==> src/rtl/burst_col_pkg.sv <==
package burst_col_pkg;
  typedef enum logic [1:0] {
    WID_X4   = 2'd0,
    WID_X8   = 2'd1,
    WID_X16  = 2'd2,
    WID_X16B = 2'd3
  } wid_e;

  typedef enum logic [2:0] {
    BL_1    = 3'd0,
    BL_2    = 3'd1,
    BL_4    = 3'd2,
    BL_8    = 3'd3,
    BL_PAGE = 3'd7
  } bl_e;

  // page shift: how many top column bits the width leaves unused
  function automatic logic [1:0] page_shift(input logic [1:0] wsel);
    return (wsel == WID_X16B) ? 2'd2 : wsel;
  endfunction
endpackage

==> src/rtl/burst_cfg_dec.sv <==
module burst_cfg_dec
  import burst_col_pkg::*;
#(
  parameter int COL_W = 10
) (
  input  logic [2:0]       bl_code_i,
  input  logic             wrap_il_i,
  input  logic [1:0]       width_sel_i,
  output logic [COL_W-1:0] wrap_mask_o,
  output logic [COL_W-1:0] page_mask_o,
  output logic             full_o,
  output logic             il_o
);
  localparam logic [COL_W-1:0] ALL_ONES = {COL_W{1'b1}};

  always_comb begin
    page_mask_o = ALL_ONES >> page_shift(width_sel_i);
    full_o      = (bl_code_i == BL_PAGE);
    unique case (bl_code_i)
      BL_2:    wrap_mask_o = COL_W'(1);
      BL_4:    wrap_mask_o = COL_W'(3);
      BL_8:    wrap_mask_o = COL_W'(7);
      BL_PAGE: wrap_mask_o = page_mask_o;
      default: wrap_mask_o = '0;  // length 1, reserved codes too
    endcase
    il_o = wrap_il_i & ~full_o;  // full page only wraps sequentially
  end
endmodule

==> src/rtl/burst_beat_ctr.sv <==
module burst_beat_ctr #(
  parameter int COL_W = 10
) (
  input  logic             clk_i,
  input  logic             rst_ni,
  input  logic             start_i,
  input  logic             term_i,
  input  logic             full_i,
  input  logic [COL_W-1:0] wrap_mask_i,
  output logic             valid_o,
  output logic             last_o,
  output logic [COL_W-1:0] beat_o
);
  logic             valid_q;
  logic [COL_W-1:0] beat_q;
  logic             at_end;

  assign at_end  = valid_q & ~full_i & (beat_q == wrap_mask_i);
  assign valid_o = valid_q;
  assign last_o  = at_end;
  assign beat_o  = beat_q;

  always_ff @(posedge clk_i or negedge rst_ni) begin
    if (!rst_ni) begin
      valid_q <= 1'b0;
      beat_q  <= '0;
    end else if (start_i) begin
      valid_q <= 1'b1;
      beat_q  <= '0;
    end else if (valid_q) begin
      if (term_i || at_end) valid_q <= 1'b0;
      else                  beat_q  <= beat_q + 1'b1;
    end
  end
endmodule

==> src/rtl/burst_addr_calc.sv <==
module burst_addr_calc #(
  parameter int COL_W = 10
) (
  input  logic [COL_W-1:0] base_i,
  input  logic [COL_W-1:0] beat_i,
  input  logic [COL_W-1:0] wrap_mask_i,
  input  logic [COL_W-1:0] page_mask_i,
  input  logic             il_i,
  output logic [COL_W-1:0] col_o
);
  logic [COL_W-1:0] offs;

  always_comb begin
    offs  = il_i ? ((base_i ^ beat_i) & wrap_mask_i)
                 : ((base_i + beat_i) & wrap_mask_i);
    col_o = ((base_i & ~wrap_mask_i) | offs) & page_mask_i;
  end
endmodule

==> src/rtl/burst_col_gen.sv <==
module burst_col_gen
  import burst_col_pkg::*;
#(
  parameter int COL_W = 10
) (
  input  logic             clk_i,
  input  logic             rst_ni,
  input  logic             start_i,
  input  logic [COL_W-1:0] start_col_i,
  input  logic [2:0]       bl_code_i,
  input  logic             wrap_il_i,
  input  logic [1:0]       width_sel_i,
  input  logic             term_i,
  output logic [COL_W-1:0] col_o,
  output logic             valid_o,
  output logic             last_o
);
  logic [COL_W-1:0] wrap_mask_d, page_mask_d;
  logic             full_d, il_d;

  logic [COL_W-1:0] base_q, wrap_mask_q, page_mask_q;
  logic             full_q, il_q;
  logic [COL_W-1:0] beat;

  burst_cfg_dec #(.COL_W(COL_W)) u_dec (
    .bl_code_i   (bl_code_i),
    .wrap_il_i   (wrap_il_i),
    .width_sel_i (width_sel_i),
    .wrap_mask_o (wrap_mask_d),
    .page_mask_o (page_mask_d),
    .full_o      (full_d),
    .il_o        (il_d)
  );

  always_ff @(posedge clk_i or negedge rst_ni) begin
    if (!rst_ni) begin
      base_q      <= '0;
      wrap_mask_q <= '0;
      page_mask_q <= '0;
      full_q      <= 1'b0;
      il_q        <= 1'b0;
    end else if (start_i) begin
      base_q      <= start_col_i & page_mask_d;
      wrap_mask_q <= wrap_mask_d;
      page_mask_q <= page_mask_d;
      full_q      <= full_d;
      il_q        <= il_d;
    end
  end

  burst_beat_ctr #(.COL_W(COL_W)) u_ctr (
    .clk_i       (clk_i),
    .rst_ni      (rst_ni),
    .start_i     (start_i),
    .term_i      (term_i),
    .full_i      (full_q),
    .wrap_mask_i (wrap_mask_q),
    .valid_o     (valid_o),
    .last_o      (last_o),
    .beat_o      (beat)
  );

  burst_addr_calc #(.COL_W(COL_W)) u_addr (
    .base_i      (base_q),
    .beat_i      (beat),
    .wrap_mask_i (wrap_mask_q),
    .page_mask_i (page_mask_q),
    .il_i        (il_q),
    .col_o       (col_o)
  );
endmodule

==> config.mk <==
export PLATFORM = sky130hd
export DESIGN_NAME = burst_col_gen
export DESIGN_NICKNAME = d
export VERILOG_FILES = /design/src/rtl/burst_col_pkg.sv /design/src/rtl/burst_cfg_dec.sv /design/src/rtl/burst_beat_ctr.sv /design/src/rtl/burst_addr_calc.sv /design/src/rtl/burst_col_gen.sv
export SDC_FILE = /design/constraint.sdc
export NUM_CORES = 1
export LEC_CHECK = 0
export ABC_CLOCK_PERIOD_IN_PS = 6300
export BUFFER_PORTS_ARGS = -buffer_cell sky130_fd_sc_hd__buf_4
export CAP_MARGIN = 15
export CORE_MARGIN = 5
export CORE_UTILIZATION = 55
export CTS_CLUSTER_DIAMETER = 120
export DETAILED_ROUTE_END_ITERATION = 10
export HOLD_SLACK_MARGIN = 0.06
export PLACE_DENSITY = 0.76
export SLEW_MARGIN = 30
export SYNTH_ARGS = -nofsm -noshare
export SYNTH_HDL_FRONTEND = slang
export SYNTH_SLANG_ARGS = --single-unit
==> constraint.sdc <==
create_clock -name clk_i -period 6.3 [get_ports clk_i]
set_input_delay 1.26 -clock clk_i [delete_from_list [all_inputs] [get_ports clk_i]]
set_output_delay 1.26 -clock clk_i [all_outputs]
set_load 0.005 [all_outputs]
==> run summary <==
• 70 ps — register clock-pin slew on the reported worst setup and hold paths
• 0.00372 mm2 — core region area
• 540 ps — Slowest Stage Delay on Critical Path
• 72.5 um — height of the die
• 2 — maximum count of clock buffers along a single path
• 3800 ps — final period demand of the worst path
• register — Worst setup SP type
• 0 — number of max-cap violations
• 33 — number of clock sinks
• 147 uV — worst supply voltage drop on vdd
• adder cells — top cell family by delay on the critical path
• 46 — pin count of the biggest net entering global routing
• 49 — number of different library cells in the post-synthesis netlist
• 301 — number of placed instances, taps included
• ha_1 -> inv_1 -> fa_1 -> nand2b_1 -> a2111oi_0 -> or3_1 -> nand3_1 -> buf_4 — cell breakdown of the critical path
• 0 — post-detailed-route count of antenna-violating nets
• 0.861 — final RePlAce weighted congestion
• dfrtp_1 — flip-flop cell with the highest count after synthesis
• 1800 — total via count in the routed design
• 4.54 mm — Total Routed Length
• 5 — CTS buffer count
• clkbuf_8 — root buffer cell
• 21.5% — share of cells above drive strength 1
• 4 — DR pass1 iterations
• 0 — sum of overflow across all layers after global routing
• 300 ps — clock latency on the worst-skew pair
• 0.00526 mm2 — floorplan die area
• 57.8% — initial core utilization
• 0 — number of enable flip-flop cells after synthesis
• 1649 — number of global-route vias before repair
• 0.263 GHz — top achievable clock speed
• 22 — site row count
• 0 — number of endpoints failing setup at the final stage
• 5.83 — DR vias/cell
• 32 — number of top-level design ports
• 61.0% — Slew headroom
• 5 — peak fanout along the critical path
• a2111oi_0 — master of the slowest instance on the critical path
• 291 — final layout net count
• 60.4% — Final Cycle Share
• 38.4% — proportion of netlist area held by the largest area contributor
• output pin — Crit. End Element
• 31 — port bufs
• 7.80 mm — wire length of the first global-routing pass
• 14.7 um — final routed wire length divided by cell count
• reg -> reg — kind of path behind the tightest hold check
• 0.00215 mm2 — total standard cell area after synthesis
• 0 — setup repair bufs after CTS
• 19.2% — global-route usage over all layers
• 570 ps — pin slew with the least headroom to its limit
• 17.3% — Area growth syn-to-layout
• 6.44 ps — skew final
• dfrtp_1 38%, ha_1 5.8%, mux2_2 5.2%, nand3_1 3.7%, o21ai_0 3.7% — largest cells by area after synthesis
• 9.31 um2 — Synth Area per Inst
• 72.5 um — Chip Width
• 5040 ps — Req. time, crit path
• 0 — number of antenna violations at the first check in global routing
• 3.38 mm — post-detailed-placement half-perimeter wirelength
• 0 — Final Hold Fails
• 2 — Buffers & Inverters on Critical Path
• 220 mW/mm2 — Cell Pwr Density
• 156 — drt initial violations
• 2 — number of levels the H-tree was split into
• dfrtp_1 — cell type contributing the most total cell area after synthesis
• 33 — Yosys reg bits
• 0 — Max Slew Vio Count
• reg -> out — Setup Crit Path Kind
• 317 — fill cell instance count of the final layout
• 100% — fraction of registers with async set/reset
• no — unrepaired setup endpoints after global routing
• 231 — cell count after synthesis
• done — clock tree from TritonCTS
• 309 — non-filler cells in the finished layout
• 0 — Syn. warnings
• 0 — number of gates given a new drive strength after cts
• 0 ps — aggregate negative setup slack
• 545 ps — Fin Hold WS
• 0 — hold bufs inserted after CTS
• 0 — Ant. Diodes
• 1.08 nW — LEAKAGE
• 262 — synthesized net count
• 38.4% — share of the yosys chip area belonging to registers
• 2540 ps — data arrival time of the critical path
• 0 — count of unresolved DRC violations after routing
• completed — run status
## stage by stage
| stage | util (%) | worst slack (ps) | instance area (um2) | total power, mW |
|---|---|---|---|---|
| 2_1_floorplan | - | 3220 | 2150 | 0.306 |
| 3_3_place_gp | 64.6 | 2960 | 2400 | 0.347 |
| 3_5_place_dp | 64.6 | 2840 | 2400 | 0.349 |
| 4_1_cts | 67.8 | 2500 | 2520 | 0.559 |
| 5_1_grt | 67.8 | 2300 | 2520 | 0.581 |
| 6_report | 67.8 | 2500 | 2520 | 0.556 |
## cell families after synthesis
family / Yosys count / synth area share [%]
XOR/XNOR: 11 / 4.48
AND/OR/NAND/NOR: 80 / 21.0
buffers and inverters: 29 / 5.41
multiplexers: 14 / 7.33
AO/OA/AOI/OAI: 52 / 16.2
adder cells (fa/ha/maj): 12 / 7.22
flip-flops: 33 / 38.4
## cells in the final DEF, fill, tap and decap left out, drive strengths merged, types with 2 or more instances in the layout
master,n
mux2i,3
or2,2
buf,31
nand4,6
nor4b,2
clkbuf,6
ha,10
o31ai,3
nand3,16
or3,5
xor2,2
xnor2,9
mux2,11
nand2,11
nor2b,7
o21bai,2
o211ai,3
nor2,16
nand3b,3
inv,20
or4,4
a31oi,2
nand2b,2
nor3,3
o21ai,17
dfrtp,33
o211a,3
a21oi,11
## power by group
part / total, mW / internal, mW / switching (mW)
logic: 0.105 / 0.0531 / 0.0515
clock network: 0.211 / 0.129 / 0.0825
registers: 0.240 / 0.225 / 0.0155
total: 0.556 / 0.406 / 0.150
## cells in the mapped netlist (7+ instances only)
library cell / instances
nand2_1: 11
nor2_1: 16
mux2_2: 10
xnor2_1: 9
nor2b_1: 7
inv_1: 20
nand3_1: 16
a21oi_1: 11
o21ai_0: 16
clkbuf_1: 8
dfrtp_1: 33
ha_1: 10
## area by class of cell
cell class                      instances  area [um2]  share of cell area (%)
Multi-Input combinational cell        169        1210                    47.9
Sequential cell                        33         826                    32.8
Timing Repair Buffer                   31         233                    9.23
Clock buffer                            6        82.6                    3.28
Inverter                               20        75.1                    2.98
Tap cell                               48        60.1                    2.38
Clock inverter                          2        37.5                    1.49
## per-layer routing
layer | routed length, um | global-route usage [%] | up-vias
li1 | - | - | 892
met1 | 2210 | 26.6 | 857
met2 | 2000 | 28.9 | 42
met3 | 235 | 4.43 | 9
met4 | 98 | 7.99 | 0
met5 | 0 | 0 | -
## registers in the layout, summed over array words and instances (netlist names)
register and cells:
il_q 1, u_ctr.beat_o 10, u_ctr.valid_o 1, wrap_mask_q 7, base_q 10, page_mask_q 4
## path summary, 6_finish.rpt
check	start	to	slack, ps	cells past startpoint
min in group asynchronous	rst_ni	base_q[1]$_DFFE_PN0P_	890	1
min reg2reg	page_mask_q[7]$_DFFE_PN0P_	page_mask_q[7]$_DFFE_PN0P_	550	1
min	page_mask_q[7]$_DFFE_PN0P_	page_mask_q[7]$_DFFE_PN0P_	550	1
max in group asynchronous	rst_ni	u_ctr.beat_o[4]$_DFFE_PN0P_	5100	1
max reg2reg	u_ctr.beat_o[5]$_DFFE_PN0P_	u_ctr.beat_o[9]$_DFFE_PN0P_	4400	5
max	u_ctr.beat_o[0]$_DFFE_PN0P_	col_o[8]	2500	8
Note: power is estimated with default switching activity, not from simulation.
